File: src/rtl/lhc_regbank_pkg.sv
package lhc_regbank_pkg;

  // Word indices (byte offset >> 2) of the mapped registers
  localparam int unsigned WIX_VERSION = 'h00;
  localparam int unsigned WIX_RETRY   = 'h02;
  localparam int unsigned WIX_HC_SET  = 'h14;
  localparam int unsigned WIX_HC_CLR  = 'h15;
  localparam int unsigned WIX_EV_SET  = 'h20;
  localparam int unsigned WIX_EV_CLR  = 'h21;
  localparam int unsigned WIX_MK_SET  = 'h22;
  localparam int unsigned WIX_MK_CLR  = 'h23;

  typedef enum logic [3:0] {
    REG_NONE,
    REG_VERSION,
    REG_RETRY,
    REG_HC_SET,
    REG_HC_CLR,
    REG_EV_SET,
    REG_EV_CLR,
    REG_MK_SET,
    REG_MK_CLR
  } reg_id_t;

endpackage

File: src/rtl/lhc_addr_decode.sv
module lhc_addr_decode
  import lhc_regbank_pkg::*;
#(
  parameter int unsigned WORD_W = 9
) (
  input  logic [WORD_W-1:0] word_idx,
  output reg_id_t           reg_id
);

  always_comb begin
    unique case (int'(word_idx))
      WIX_VERSION: reg_id = REG_VERSION;
      WIX_RETRY:   reg_id = REG_RETRY;
      WIX_HC_SET:  reg_id = REG_HC_SET;
      WIX_HC_CLR:  reg_id = REG_HC_CLR;
      WIX_EV_SET:  reg_id = REG_EV_SET;
      WIX_EV_CLR:  reg_id = REG_EV_CLR;
      WIX_MK_SET:  reg_id = REG_MK_SET;
      WIX_MK_CLR:  reg_id = REG_MK_CLR;
      default:     reg_id = REG_NONE;
    endcase
  end

endmodule

File: src/rtl/lhc_setclr_reg.sv
module lhc_setclr_reg #(
  parameter int unsigned          WIDTH     = 32,
  parameter logic [WIDTH-1:0]     KEEP_MASK = '0,
  parameter bit                   HW_SET_EN = 1'b0
) (
  input  logic             clk,
  input  logic             rst,
  input  logic             soft_rst,
  input  logic             set_we,
  input  logic             clr_we,
  input  logic [WIDTH-1:0] wdata,
  input  logic [WIDTH-1:0] hw_set,
  output logic [WIDTH-1:0] q
);

  logic [WIDTH-1:0] hw_bits;
  logic [WIDTH-1:0] q_sw;
  logic [WIDTH-1:0] q_next;

  generate
    if (HW_SET_EN) begin : g_hw
      assign hw_bits = hw_set;
    end else begin : g_no_hw
      logic unused_hw;
      assign unused_hw = ^hw_set;
      assign hw_bits   = '0;
    end
  endgenerate

  always_comb begin
    q_sw = q;
    if (set_we) q_sw = q_sw | wdata;
    if (clr_we) q_sw = q_sw & ~wdata;
    q_next = q_sw | hw_bits;     // hardware set wins over a software clear
  end

  always_ff @(posedge clk) begin
    if (rst)           q <= '0;
    else if (soft_rst) q <= q & KEEP_MASK;
    else               q <= q_next;
  end

  AST_SET_FORCES_ONE: assert property (@(posedge clk) disable iff (rst)
    (set_we && !soft_rst) |=> ((q & $past(wdata)) == $past(wdata)));

  AST_CLR_FORCES_ZERO: assert property (@(posedge clk) disable iff (rst)
    (clr_we && !soft_rst) |=> ((q & $past(wdata) & ~$past(hw_bits)) == '0));

  AST_HW_SET_WINS: assert property (@(posedge clk) disable iff (rst)
    ((hw_bits != '0) && !soft_rst) |=> ((q & $past(hw_bits)) == $past(hw_bits)));

  AST_SOFT_KEEPS_PROTECTED: assert property (@(posedge clk) disable iff (rst)
    soft_rst |=> (q == ($past(q) & KEEP_MASK)));

  AST_IDLE_HOLDS: assert property (@(posedge clk) disable iff (rst)
    (!set_we && !clr_we && (hw_bits == '0) && !soft_rst) |=> $stable(q));

endmodule

File: src/rtl/lhc_read_mux.sv
module lhc_read_mux
  import lhc_regbank_pkg::*;
#(
  parameter int unsigned DATA_W = 32
) (
  input  logic              clk,
  input  logic              rst,
  input  logic              rd_en,
  input  reg_id_t           reg_id,
  input  logic [DATA_W-1:0] version,
  input  logic [DATA_W-1:0] retry,
  input  logic [DATA_W-1:0] hc,
  input  logic [DATA_W-1:0] ev,
  input  logic [DATA_W-1:0] mk,
  output logic [DATA_W-1:0] rdata,
  output logic              rvalid
);

  logic [DATA_W-1:0] sel_data;

  always_comb begin
    unique case (reg_id)
      REG_VERSION:            sel_data = version;
      REG_RETRY:              sel_data = retry;
      REG_HC_SET, REG_HC_CLR: sel_data = hc;
      REG_EV_SET:             sel_data = ev;
      REG_EV_CLR:             sel_data = ev & mk;   // masked view
      REG_MK_SET, REG_MK_CLR: sel_data = mk;
      default:                sel_data = '0;
    endcase
  end

  always_ff @(posedge clk) begin
    if (rst) begin
      rdata  <= '0;
      rvalid <= 1'b0;
    end else begin
      rvalid <= rd_en;
      if (rd_en) rdata <= sel_data;
    end
  end

  AST_RVALID_AFTER_RD: assert property (@(posedge clk) disable iff (rst)
    rd_en |=> rvalid);

  AST_UNMAPPED_READS_ZERO: assert property (@(posedge clk) disable iff (rst)
    (rd_en && reg_id == REG_NONE) |=> (rdata == '0));

  AST_MASKED_VIEW: assert property (@(posedge clk) disable iff (rst)
    (rd_en && reg_id == REG_EV_CLR) |=> ((rdata & ~$past(mk)) == '0));

endmodule

File: src/rtl/lhc_regbank.sv
module lhc_regbank
  import lhc_regbank_pkg::*;
#(
  parameter int unsigned        ADDR_W        = 11,
  parameter int unsigned        DATA_W        = 32,
  parameter logic [DATA_W-1:0]  VERSION_VALUE = 32'h0001_0010,
  parameter logic [DATA_W-1:0]  HC_KEEP_MASK  = 32'h8000_0001
) (
  input  logic              clk,
  input  logic              rst,
  input  logic              soft_rst,
  input  logic [ADDR_W-1:0] bus_addr,
  input  logic              bus_wr,
  input  logic [DATA_W-1:0] bus_wdata,
  input  logic              bus_rd,
  output logic [DATA_W-1:0] bus_rdata,
  output logic              bus_rvalid,
  input  logic [DATA_W-1:0] hw_event,
  output logic [DATA_W-1:0] hc_ctrl,
  output logic              irq_out
);

  localparam int unsigned WORD_W = ADDR_W - 2;

  reg_id_t           reg_id;
  logic [DATA_W-1:0] retry_q;
  logic [DATA_W-1:0] hc_q;
  logic [DATA_W-1:0] ev_q;
  logic [DATA_W-1:0] mk_q;
  logic              irq_q;
  logic              unused_lsb;

  assign unused_lsb = ^bus_addr[1:0];

  lhc_addr_decode #(.WORD_W(WORD_W)) u_dec (
    .word_idx (bus_addr[ADDR_W-1:2]),
    .reg_id   (reg_id)
  );

  always_ff @(posedge clk) begin
    if (rst || soft_rst)                    retry_q <= '0;
    else if (bus_wr && reg_id == REG_RETRY) retry_q <= bus_wdata;
  end

  lhc_setclr_reg #(.WIDTH(DATA_W), .KEEP_MASK(HC_KEEP_MASK), .HW_SET_EN(1'b0)) u_hc (
    .clk      (clk),
    .rst      (rst),
    .soft_rst (soft_rst),
    .set_we   (bus_wr && reg_id == REG_HC_SET),
    .clr_we   (bus_wr && reg_id == REG_HC_CLR),
    .wdata    (bus_wdata),
    .hw_set   ('0),
    .q        (hc_q)
  );

  lhc_setclr_reg #(.WIDTH(DATA_W), .KEEP_MASK('0), .HW_SET_EN(1'b1)) u_ev (
    .clk      (clk),
    .rst      (rst),
    .soft_rst (soft_rst),
    .set_we   (bus_wr && reg_id == REG_EV_SET),
    .clr_we   (bus_wr && reg_id == REG_EV_CLR),
    .wdata    (bus_wdata),
    .hw_set   (hw_event),
    .q        (ev_q)
  );

  lhc_setclr_reg #(.WIDTH(DATA_W), .KEEP_MASK('0), .HW_SET_EN(1'b0)) u_mk (
    .clk      (clk),
    .rst      (rst),
    .soft_rst (soft_rst),
    .set_we   (bus_wr && reg_id == REG_MK_SET),
    .clr_we   (bus_wr && reg_id == REG_MK_CLR),
    .wdata    (bus_wdata),
    .hw_set   ('0),
    .q        (mk_q)
  );

  lhc_read_mux #(.DATA_W(DATA_W)) u_rd (
    .clk     (clk),
    .rst     (rst),
    .rd_en   (bus_rd),
    .reg_id  (reg_id),
    .version (VERSION_VALUE),
    .retry   (retry_q),
    .hc      (hc_q),
    .ev      (ev_q),
    .mk      (mk_q),
    .rdata   (bus_rdata),
    .rvalid  (bus_rvalid)
  );

  always_ff @(posedge clk) begin
    if (rst || soft_rst) irq_q <= 1'b0;
    else                 irq_q <= |(ev_q & mk_q);
  end

  assign irq_out = irq_q;
  assign hc_ctrl = hc_q;

  AST_IRQ_TRACKS: assert property (@(posedge clk) disable iff (rst)
    !soft_rst |=> (irq_out == |($past(ev_q) & $past(mk_q))));

  AST_SOFT_DROPS_IRQ: assert property (@(posedge clk) disable iff (rst)
    soft_rst |=> !irq_out);

  AST_RESET_CLEARS: assert property (@(posedge clk)
    rst |=> (hc_ctrl == '0 && !irq_out && !bus_rvalid));

  AST_NO_RD_WR_OVERLAP: assert property (@(posedge clk) disable iff (rst)
    !(bus_rd && bus_wr));

endmodule

File: config.mk
export PLATFORM = sky130hd
export DESIGN_NAME = lhc_regbank
export DESIGN_NICKNAME = d
export VERILOG_FILES = /design/src/rtl/lhc_regbank_pkg.sv /design/src/rtl/lhc_addr_decode.sv /design/src/rtl/lhc_setclr_reg.sv /design/src/rtl/lhc_read_mux.sv /design/src/rtl/lhc_regbank.sv
export SDC_FILE = /design/constraint.sdc
export NUM_CORES = 1
export LEC_CHECK = 0
export BUFFER_PORTS_ARGS = -buffer_cell sky130_fd_sc_hd__clkbuf_2
export CORE_MARGIN = 3
export CORE_UTILIZATION = 59
export CTS_CLUSTER_DIAMETER = 30
export DETAILED_ROUTE_END_ITERATION = 8
export GPL_ROUTABILITY_DRIVEN = 0
export GPL_TIMING_DRIVEN = 0
export MAX_ROUTING_LAYER = met4
export PLACE_DENSITY = 0.85
export SLEW_MARGIN = 20
export SYNTH_ARGS = -nofsm -noshare
export SYNTH_HDL_FRONTEND = slang
export SYNTH_SLANG_ARGS = --single-unit
File: constraint.sdc
create_clock -name clk -period 5.2 [get_ports clk]
set_input_delay 1.04 -clock clk [delete_from_list [all_inputs] [get_ports clk]]
set_output_delay 1.04 -clock clk [all_outputs]
set_load 0.05 [all_outputs]
==> run metrics <==
WHS=0.454 ns; Netlist cell types=36; clk sink count=162; Routed WL per cell=21.1 um; die height=115 um; H-tree depth=4; Die X=115 um; detailed-router iteration count before antenna repair=5; Via Count=7,516; Crit path top cell by count=clkbuf_1; DRC Markers=0; Die ar.=13,300 um2; Reg area=3240 um2; final critical-path required period=2.98 ns; Synth async-reset ratio=0; DR iter-0 viols=993; layout cell share with drive strength beyond 1=0.206; Top Ports=146; Seq cells post-synth=162; Max Fanout on Critical Path=10; crit path DAT=3.26 ns; clk root buf=clkbuf_16; vias in the first global route=7,120; CP max stage delay=0.63 ns; power consumption=2.76 mW; clock slew at reported path FFs=0.06 ns; # diodes=0; fillers=908; Post-synth EDFFs=0; Worst setup EP type=register; number of gates resized after CTS=0; post-route antenna net violation count=0; largest net degree at the start of global routing=17; multi-input combinational cell area=3270 um2; CP max-delay cell=clkbuf_1; Worst VDD drop=0.212 mV; Final nets=1,045; Least-Margin Pin Slew=0.763 ns; Most used DFF post-synth=dfxtp_1; Cells after DPL=1,089; outcome=finished clean; kind of critical path=in -> reg; Seq/Total Area, Yosys=0.461; power per cell area=326 nW/um2; vias per cell=6.70; Worst R2R Setup Slack=3.90 ns; Worst Path Required=5.48 ns; syn_nets=886; Final setup viols=0; Synthesis Warnings=0; row count=39; grt ovf=0; number of port buffers=140; Final Non-Filler Cells=1,121; first-pass GRT wire length=37,100 um; final hold viol count=0; max_cap viols=0; setup_tns=0 ns; Mapped Avg Cell Area=8.72 um2; Global Route Usage Sum=0.367; Finished Cell Area=8490 um2; Post-CTS Setup Inserts=0; final worst path period share=0.573; Slew Viols, Final=0; initial antenna violation count=0; Initial Util=0.610; RSZ-0062 raised after global routing=no; post-synth design cell area=7030 um2; CP Launch Type=input port; Leakage=3.05 nW; TritonCTS clock tree=done; Placed Area=7910 um2; worst skew pair latency=0.43 ns; P&R area growth vs syn=20.7%; Post-Route Skew=0.00591 ns; pre-CTS setup slack=1.96 ns; Post-Synthesis Cells=806; wirelength, routed=23,600 um; critical path cell sequence=clkbuf_1 > or2_1 > clkbuf_1 > clkbuf_1 > clkbuf_1 > a21oi_1; Max Fclk=0.336 GHz; detailed placer's ending HPWL=16,800 um; Longest Clk Path Bufs=2; CTS buffer count=17; Core Footprint=11,500 um2; final core utilization=0.737; slew margin rel.=0.492; HP Class=reg -> reg; hold buffer count at cts=0; final worst slack=2.22 ns
## worst paths after layout
check,startpoint,endpoint,depth (start not counted)
max,rst,retry_q[26],6
min,retry_q[21],retry_q[21],2
max reg2reg,u_ev.q[23],irq_out,4
min reg2reg,retry_q[21],retry_q[21],2
## cell usage after synthesis (2+ instances only)
library cell / instances / area share
a211oi_1: 63 / 0.067
a21o_1: 2 / 0.0021
a21oi_1: 126 / 0.090
a22oi_1: 46 / 0.049
a311oi_1: 33 / 0.041
a31oi_1: 34 / 0.030
and2_1: 2 / 0.0018
and3_1: 2 / 0.0018
buf_1: 3 / 0.0016
buf_2: 19 / 0.014
buf_6: 6 / 0.0096
clkbuf_1: 56 / 0.030
dfxtp_1: 162 / 0.46
inv_1: 35 / 0.019
nand2_1: 65 / 0.035
nand2b_1: 2 / 0.0018
nand4_1: 4 / 0.0036
nor2_1: 35 / 0.019
nor3_2: 2 / 0.0028
nor4_1: 2 / 0.0018
o21a_1: 30 / 0.032
o221ai_1: 2 / 0.0025
o22ai_1: 30 / 0.027
o41ai_1: 32 / 0.040
or3_1: 2 / 0.0018
## placed cells by master (no fill, tap or decap), types with 2 or more instances in the layout
master     Yosys  routed
and3_1         2       2
inv_1         35      35
a211oi_1      63      63
clkbuf_8       0       9
nand2_1       65      65
nor3_2         2       2
clkbuf_16      0      17
and2_1         2       2
clkbuf_1      56      59
a22oi_1       46      46
dfxtp_1      162     162
nand2b_1       2       2
o41ai_1       32      32
buf_2         19      19
buf_6          6       6
o21a_1        30      30
a311oi_1      33      33
o221ai_1       2       2
clkinv_2       0       3
clkbuf_2       0     140
nor2_1        35      35
a21oi_1      126     126
nor4_1         2       2
or3_1          2       2
o22ai_1       30      30
buf_1          3       3
nand4_1        4       4
a31oi_1       34      34
a21o_1         2       2
## logic make-up (layout without fill, tap and decap cells)
family	count (synthesis)	in the layout	share of synthesized area
compound gates	400	400	0.383
flops	162	162	0.461
simple gates	124	124	0.0817
buf+inv	120	292	0.0739
## routing by layer
metal	routed length, um	share of wire	vias to the layer above	global-route usage
li1	-	-	3415	-
met1	9510	0.40	3498	0.462
met2	10900	0.46	518	0.561
met3	2390	0.10	85	0.0805
met4	881	0.037	0	0.170
met5	0	0	-	-
## worst max-delay path: cells and delay by family
kind	cells	cell delay, ns
buf+inv	4	1.95
simple gates	1	0.17
compound gates	1	0.10
## power by group
part	internal (mW)	switching, mW
combinational	0.0751	0.188
sequential	1.27	0.0202
clock	0.724	0.488
total	2.07	0.697
## area by class of cell
cell class,instances,share of cell area
clock inverters,3,0.00177
clock buffers,29,0.0661
plain buffers,84,0.0453
multi-input cells,524,0.385
well taps,143,0.0211
flip-flops and latches,162,0.382
repair buffers,140,0.0826
inverters,36,0.0159
Power figures use the tool's default switching activity.
